$ cat config.mk
export PLATFORM = sky130hd
export DESIGN_NAME = mem_pattern_sweep
export DESIGN_NICKNAME = d
export VERILOG_FILES = /design/src/rtl/msq_pkg.sv /design/src/rtl/msq_pattern_gen.sv /design/src/rtl/msq_rd_pipe.sv /design/src/rtl/mem_pattern_sweep.sv
export SDC_FILE = /design/constraint.sdc
export NUM_CORES = 1
export LEC_CHECK = 0
export ABC_AREA = 1
export ABC_CLOCK_PERIOD_IN_PS = 3200
export BUFFER_PORTS_ARGS = -buffer_cell sky130_fd_sc_hd__buf_2
export CAP_MARGIN = 40
export CORE_ASPECT_RATIO = 1.4
export CORE_MARGIN = 3
export CORE_UTILIZATION = 55
export CTS_BUF_LIST = sky130_fd_sc_hd__clkbuf_8
export CTS_CLUSTER_SIZE = 8
export DETAILED_ROUTE_END_ITERATION = 8
export PLACE_DENSITY = 0.78
export SLEW_MARGIN = 20
export SYNTH_ARGS = -nofsm -noshare
export SYNTH_HDL_FRONTEND = slang
export SYNTH_SLANG_ARGS = --single-unit
$ cat constraint.sdc
create_clock -name clk -period 3.2 [get_ports clk]
set_input_delay 0.32 -clock clk [delete_from_list [all_inputs] [get_ports clk]]
set_output_delay 0.32 -clock clk [all_outputs]
set_load 0.03 [all_outputs]
$ cat src/rtl/msq_pkg.sv
package msq_pkg;
   typedef enum logic [2:0] {
      P_ZERO = 3'd0,
      P_ONES = 3'd1,
      P_ODD  = 3'd2,
      P_EVEN = 3'd3,
      P_WALK = 3'd4,
      P_IDX  = 3'd5,
      P_NIDX = 3'd6
   } pass_e;

   typedef enum logic [1:0] {
      S_IDLE = 2'd0,
      S_WR   = 2'd1,
      S_RD   = 2'd2,
      S_DONE = 2'd3
   } seq_state_e;
endpackage

$ cat src/rtl/msq_pattern_gen.sv
module msq_pattern_gen
   import msq_pkg::*;
#(
   parameter int unsigned IW = 8
) (
   input  pass_e          pass_i,
   input  logic [IW-1:0]  idx_i,
   output logic [31:0]    val_o
);
   generate
      if (IW < 5 || IW > 32) begin : g_bad_iw
         $error("msq_pattern_gen: IW must lie in 5..32");
      end
   endgenerate

   logic [31:0] idx32;
   assign idx32 = 32'(idx_i);

   always_comb begin
      unique case (pass_i)
         P_ZERO:  val_o = 32'h0000_0000;
         P_ONES:  val_o = 32'hFFFF_FFFF;
         P_ODD:   val_o = 32'h5555_5555;
         P_EVEN:  val_o = 32'hAAAA_AAAA;
         P_WALK:  val_o = 32'd1 << idx_i[4:0];
         P_IDX:   val_o = idx32;
         P_NIDX:  val_o = ~idx32;
         default: val_o = 32'h0000_0000;
      endcase
   end
endmodule

$ cat src/rtl/msq_rd_pipe.sv
module msq_rd_pipe #(
   parameter int unsigned LAT = 1
) (
   input  logic clk,
   input  logic rst_n,
   input  logic in_i,
   output logic out_o
);
   generate
      if (LAT == 0) begin : g_bad_lat
         $error("msq_rd_pipe: LAT must be at least 1");
      end else if (LAT == 1) begin : g_one
         logic q;
         always_ff @(posedge clk or negedge rst_n) begin
            if (!rst_n) q <= 1'b0;
            else        q <= in_i;
         end
         assign out_o = q;
      end else begin : g_chain
         logic [LAT-1:0] q;
         always_ff @(posedge clk or negedge rst_n) begin
            if (!rst_n) q <= '0;
            else        q <= {q[LAT-2:0], in_i};
         end
         assign out_o = q[LAT-1];
      end
   endgenerate
endmodule

$ cat src/rtl/mem_pattern_sweep.sv
module mem_pattern_sweep
   import msq_pkg::*;
#(
   parameter int unsigned ADDR_W    = 32,
   parameter int unsigned RD_LAT    = 1,
   parameter int unsigned BLK_LOG2  = 20,
   parameter int unsigned WIN_BYTES = 2048
) (
   input  logic              clk,
   input  logic              rst_n,
   input  logic              start,
   input  logic              slow_mode,
   input  logic [ADDR_W-1:0] region_base,
   input  logic [ADDR_W-1:0] region_size,
   output logic              mem_req,
   output logic              mem_we,
   output logic [ADDR_W-1:0] mem_addr,
   output logic [31:0]       mem_wdata,
   input  logic [31:0]       mem_rdata,
   output logic              busy,
   output logic              done,
   output logic              fail,
   output logic [ADDR_W-1:0] fail_addr,
   output logic [31:0]       fail_exp,
   output logic [31:0]       fail_got
);
   localparam int unsigned IW        = ADDR_W - 2;
   localparam int unsigned KW        = ADDR_W - BLK_LOG2;
   localparam int unsigned BLK_BYTES = 1 << BLK_LOG2;
   localparam int unsigned WIN_WORDS = WIN_BYTES / 4;

   generate
      if (BLK_LOG2 >= ADDR_W) begin : g_bad_blk
         $error("mem_pattern_sweep: block must be smaller than address space");
      end
      if (WIN_BYTES % 4 != 0 || WIN_BYTES == 0) begin : g_bad_win_align
         $error("mem_pattern_sweep: window must be a nonzero word multiple");
      end
      if (2 * WIN_BYTES > BLK_BYTES) begin : g_bad_win_size
         $error("mem_pattern_sweep: two windows must fit in one block");
      end
   endgenerate

   seq_state_e        st_q;
   pass_e             pass_q;
   logic [IW-1:0]     idx_q, last_idx_q;
   logic [ADDR_W-1:0] base_q, size_q, win_base_q;
   logic [KW-1:0]     blk_q, last_blk_q;
   logic              slow_q, half_q, pend_q;
   logic              rd_back;
   logic [31:0]       pat;

   logic [IW-1:0]     words_slow;
   logic [KW-1:0]     nblk;
   assign words_slow = region_size[ADDR_W-1:2];
   assign nblk       = region_size[ADDR_W-1:BLK_LOG2];

   msq_pattern_gen #(.IW(IW)) u_pat (
      .pass_i (pass_q),
      .idx_i  (idx_q),
      .val_o  (pat)
   );

   logic rd_issue;
   assign rd_issue = (st_q == S_RD) && !pend_q;

   msq_rd_pipe #(.LAT(RD_LAT)) u_rdp (
      .clk   (clk),
      .rst_n (rst_n),
      .in_i  (rd_issue),
      .out_o (rd_back)
   );

   assign mem_req   = (st_q == S_WR) || rd_issue;
   assign mem_we    = (st_q == S_WR);
   assign mem_addr  = win_base_q + {idx_q, 2'b00};
   assign mem_wdata = pat;
   assign busy      = (st_q == S_WR) || (st_q == S_RD);
   assign done      = (st_q == S_DONE);

   logic [ADDR_W-1:0] blk_off, next_blk_off;
   assign blk_off      = ADDR_W'(blk_q) << BLK_LOG2;
   assign next_blk_off = ADDR_W'(blk_q + KW'(1)) << BLK_LOG2;

   always_ff @(posedge clk or negedge rst_n) begin
      if (!rst_n) begin
         st_q       <= S_IDLE;
         pass_q     <= P_ZERO;
         idx_q      <= '0;
         last_idx_q <= '0;
         base_q     <= '0;
         size_q     <= '0;
         win_base_q <= '0;
         blk_q      <= '0;
         last_blk_q <= '0;
         slow_q     <= 1'b0;
         half_q     <= 1'b0;
         pend_q     <= 1'b0;
         fail       <= 1'b0;
         fail_addr  <= '0;
         fail_exp   <= '0;
         fail_got   <= '0;
      end else begin
         unique case (st_q)
            S_IDLE: if (start) begin
               fail       <= 1'b0;
               pass_q     <= P_ZERO;
               idx_q      <= '0;
               base_q     <= region_base;
               size_q     <= region_size;
               win_base_q <= region_base;
               slow_q     <= slow_mode;
               half_q     <= 1'b0;
               blk_q      <= '0;
               pend_q     <= 1'b0;
               if (slow_mode) begin
                  last_idx_q <= words_slow - IW'(1);
                  st_q       <= (words_slow == '0) ? S_DONE : S_WR;
               end else begin
                  last_idx_q <= IW'(WIN_WORDS - 1);
                  last_blk_q <= nblk - KW'(1);
                  st_q       <= (nblk == '0) ? S_DONE : S_WR;
               end
            end
            S_WR: begin
               if (idx_q == last_idx_q) begin
                  idx_q <= '0;
                  st_q  <= S_RD;
               end else begin
                  idx_q <= idx_q + IW'(1);
               end
            end
            S_RD: begin
               if (rd_issue) pend_q <= 1'b1;
               if (rd_back) begin
                  pend_q <= 1'b0;
                  if (mem_rdata != pat) begin
                     fail      <= 1'b1;
                     fail_addr <= mem_addr;
                     fail_exp  <= pat;
                     fail_got  <= mem_rdata;
                     st_q      <= S_DONE;
                  end else if (idx_q != last_idx_q) begin
                     idx_q <= idx_q + IW'(1);
                  end else begin
                     idx_q <= '0;
                     if (pass_q != P_NIDX) begin
                        pass_q <= pass_e'(pass_q + 3'd1);
                        st_q   <= S_WR;
                     end else begin
                        pass_q <= P_ZERO;
                        if (slow_q) begin
                           st_q <= S_DONE;
                        end else if (!half_q) begin
                           half_q     <= 1'b1;
                           win_base_q <= base_q + blk_off + ADDR_W'(BLK_BYTES - WIN_BYTES);
                           st_q       <= S_WR;
                        end else if (blk_q == last_blk_q) begin
                           st_q <= S_DONE;
                        end else begin
                           half_q     <= 1'b0;
                           blk_q      <= blk_q + KW'(1);
                           win_base_q <= base_q + next_blk_off;
                           st_q       <= S_WR;
                        end
                     end
                  end
               end
            end
            S_DONE: st_q <= S_IDLE;
            default: st_q <= S_IDLE;
         endcase
      end
   end

   // completion is a single-cycle pulse
   a_r8_done_pulse: assert property (@(posedge clk) disable iff (!rst_n)
      done |=> !done);

   // a read request is never followed directly by another read request
   a_r2_single_read: assert property (@(posedge clk) disable iff (!rst_n)
      (mem_req && !mem_we) |=> !(mem_req && !mem_we));

   // the fail report holds until a new start arrives
   a_r3_fail_holds: assert property (@(posedge clk) disable iff (!rst_n)
      (fail && !start) |=> (fail && $stable(fail_addr) && $stable(fail_got)));

   // no memory traffic once a mismatch is recorded
   a_r3_quiet_after_fail: assert property (@(posedge clk) disable iff (!rst_n)
      fail |-> !mem_req);

   // every access stays inside the requested region
   a_r4_addr_in_region: assert property (@(posedge clk) disable iff (!rst_n)
      mem_req |-> ((mem_addr - base_q) < size_q));

   // no access while not busy
   a_r8_idle_quiet: assert property (@(posedge clk) disable iff (!rst_n)
      !busy |-> !mem_req);
endmodule

==> impl_metrics.env <==
export IMPL_outcome="finished with violations"
export IMPL_violations="setup timing"
export IMPL_place_congestion=1.06
export IMPL_cts_tree="yes"
export IMPL_fp_coreArea_sq_um=31000
export IMPL_fp_dieH_microns=217
export IMPL_cp_end_kind="primary output"
export IMPL_hold_viol_final=0
export IMPL_synthesis_instances=2573
export IMPL_viasPerCell=5.67
export IMPL_grt_max_degree=95
export IMPL_die_area_sq_um=33900
export IMPL_h_tree_depth=2
export IMPL_rr_endpoint="win_base_q[27]"
export IMPL_cts_root_buffer="clkbuf_8"
export IMPL_syn_num_nets=2741
export IMPL_async_flop_share_pct=100
export IMPL_p_sw_mw=1.49
export IMPL_grt_usage_pct=35.7
export IMPL_cts_buffers=41
export IMPL_power_density_nw_per_um2=292
export IMPL_relSlewSlack_pct=51.6
export IMPL_dr_pass1_iters=6
export IMPL_arrival_ns=2.90
export IMPL_p_int_mw=4.84
export IMPL_synth_area_sq_um=17400
export IMPL_cp_required_ns=2.88
export IMPL_drc=0
export IMPL_post_synth_top_count_cell="nand2_1"
export IMPL_cp_startpoint="idx_q[0]"
export IMPL_power_frac_comb_pct=4.7
export IMPL_ys_warn_count=0
export IMPL_final_area_sq_um=21700
export IMPL_antenna_found_initial=0
export IMPL_grt_overflow_total=0
export IMPL_skew_ns=0.0150
export IMPL_die_w_microns=156
export IMPL_dpl_hpwl_microns=47900
export IMPL_syn2layout_area_growth_pct=24.4
export IMPL_ios=265
export IMPL_worst_r2r_path_depth=18
export IMPL_clk_pin_slew_ns=0.06
export IMPL_p_leak_nw=11.9
export IMPL_post_drt_wl_per_cell_microns=18.4
export IMPL_max_freq_mhz=311
export IMPL_r2r_setup_slack_ns=0.16
export IMPL_finalSetupViolCount=1
export IMPL_wl_microns=62100
export IMPL_hp_start="region_base[4]"
export IMPL_drv_cap=0
export IMPL_rr_startpoint="pass_q[1]"
export IMPL_crit_type="flip-flop to primary output"
export IMPL_share_seq_of_total_power_pct=50.8
export IMPL_postRouteAntennaNets=0
export IMPL_synth_cell_type_count=52
export IMPL_min_delay_worst_endpoint="base_q[4]"
export IMPL_row_count=76
export IMPL_grt_pass1_wl_microns=96800
export IMPL_rsz0062_at_grt="true"
export IMPL_yosysTopAreaCell="dfrtp_1"
export IMPL_dpl_cell_area_sq_um=20000
export IMPL_min_period_over_period_pct=100
export IMPL_worstSetupStartpointType="flip-flop"
export IMPL_hold_depth=3
export IMPL_fin_ws_ns=-0.0152
export IMPL_drive_gt1_share_pct=20.4
export IMPL_netlist_area_leader_share_pct=36.5
export IMPL_vdd_drop_max_uv=313
export IMPL_route_vias_total=19100
export IMPL_portBuffers=262
export IMPL_first_global_vias=18400
export IMPL_start_util_pct=56.2
export IMPL_clkPwrFrac_pct=44.6
export IMPL_num_nets_final=3128
export IMPL_synth_ff_type="dfrtp_1"
export IMPL_clock_sinks=254
export IMPL_drt_iter0_drc=1594
export IMPL_clk_path_buf_depth=3
export IMPL_swShare_pct=23.5
export IMPL_synth_seq_cells=254
export IMPL_synthTopCellsByArea="dfrtp_1 36%, nand2_1 18%, o21ai_0 6.2%, inv_1 5.7%, nor2_1 5.1%"
export IMPL_syn_area_per_cell_sq_um=6.77
export IMPL_diodes=0
export IMPL_clk_latency_ns=0.57
export IMPL_final_setup_tns_ns=-0.0152
export IMPL_tightest_slew_ns=0.726
export IMPL_synthTopCellsByCount="844 x nand2_1, 266 x inv_1, 254 x dfrtp_1"
export IMPL_finalMaxSlewViolations=0
export IMPL_ys_seq_area_share_pct=36.5
export IMPL_utilization_pct=69.9
export IMPL_crit_path_max_fanout=3
export IMPL_min_period_ns=3.22
export IMPL_min_path_type="input port to flip-flop"
export IMPL_synth_edf_count=0
[sequential cells by signal (all words and copies together), names as in the netlist]
register	flops
base_q	32
blk_q	12
fail	1
fail_addr	32
fail_exp	32
fail_got	32
half_q	1
idx_q	30
last_blk_q	12
last_idx_q	30
pass_q	3
pend_q	1
slow_q	1
st_q	2
u_rdp.out_o	1
win_base_q	32
[area by class of cell]
cell class,count,area (sq um)
Tap cell,390,488
Inverter,273,1030
Multi-Input combinational cell,1951,10100
Clock buffer,49,674
Fill cell,2687,9320
Timing Repair Buffer,439,2890
Clock inverter,11,101
Sequential cell,254,6380
[routing by layer]
metal	track usage, %	routed length, microns	vias to the layer above
met5	0	0	-
met4	21.6	4420	0
met3	5.37	3730	232
met2	61.2	30300	810
met1	41.8	23700	8915
li1	-	-	9125
[kinds of logic after synthesis]
| group | after synthesis | synth area share [%] |
|---|---|---|
| adder cells (fa/ha/maj) | 68 | 4.97 |
| flip-flops | 254 | 36.5 |
| XOR/XNOR | 78 | 3.92 |
| buffers and inverters | 368 | 8.62 |
| AO/OA/AOI/OAI | 449 | 13.9 |
| AND/OR/NAND/NOR | 1356 | 32.1 |
[power by group through the flow]
stage          registers, mW  clock network (mW)  logic [mW]
3_5_place_dp            3.27                   0       0.276
2_1_floorplan           3.27                   0      0.0903
5_1_grt                 3.21                2.99       0.332
3_3_place_gp            3.27                   0       0.272
6_report                3.21                2.82       0.295
4_1_cts                 3.21                2.87       0.295
[metrics by stage]
stage / instances / setup slack [ns] / hold slack [ns] / total power, mW
4_1_cts: 3357 / 0.000420 / 0.00422 / 6.38
6_report: 3367 / -0.0152 / 0.0353 / 6.33
3_3_place_gp: 3271 / 0.170 / 0.388 / 3.54
2_1_floorplan: 2573 / 0.318 / 0.0244 / 3.36
5_1_grt: 3367 / -0.0813 / 0.0290 / 6.53
3_5_place_dp: 3271 / 0.112 / 0.398 / 3.55
[worst max-delay path by stage]
stage / to / slack (ns) / depth (start not counted)
4_1_cts: mem_addr[27] / 0.0004 / 10
2_1_floorplan: mem_addr[30] / 0.32 / 9
3_5_place_dp: blk_q[4] / 0.11 / 18
6_report: mem_addr[20] / -0.02 / 11
5_1_grt: win_base_q[31] / -0.08 / 23
3_3_place_gp: half_q / 0.17 / 19
[placed cells by master, fill, tap and decap left out, types with 14 or more instances in the layout]
cell type	instances
dfrtp_1	236
buf_4	149
o21ai_1	47
ha_1	41
dfrtp_2	18
nor2_1	231
xor2_1	44
dlygate4sd3_1	18
inv_1	269
nor3_1	27
o21ai_0	207
buf_2	251
o22ai_1	14
a21oi_1	101
nor4_1	16
xnor2_1	24
ha_4	17
nand2_1	836
nand4_1	46
clkbuf_8	49
nand3_1	143
a21oi_2	14
[critical path, stage by stage, from the launching register on]
cell and delay [ns]:
dfrtp_2 0.42, ha_2 0.24, inv_1 0.09, fa_2 0.35
o21ai_2 0.15, buf_4 0.14, nand3_1 0.08, nand2_2 0.11
a21o_1 0.17, a21oi_1 0.12, xnor2_2 0.27, buf_6 0.18
[timing repair]
action,CTS,global route
resized for setup,53,86
pin swaps,9,22
hold endpoints to repair,107,0
setup buffers,8,10
hold buffers,18,0
setup endpoints to repair,20,190
Note: power is estimated with default switching activity, not from simulation.
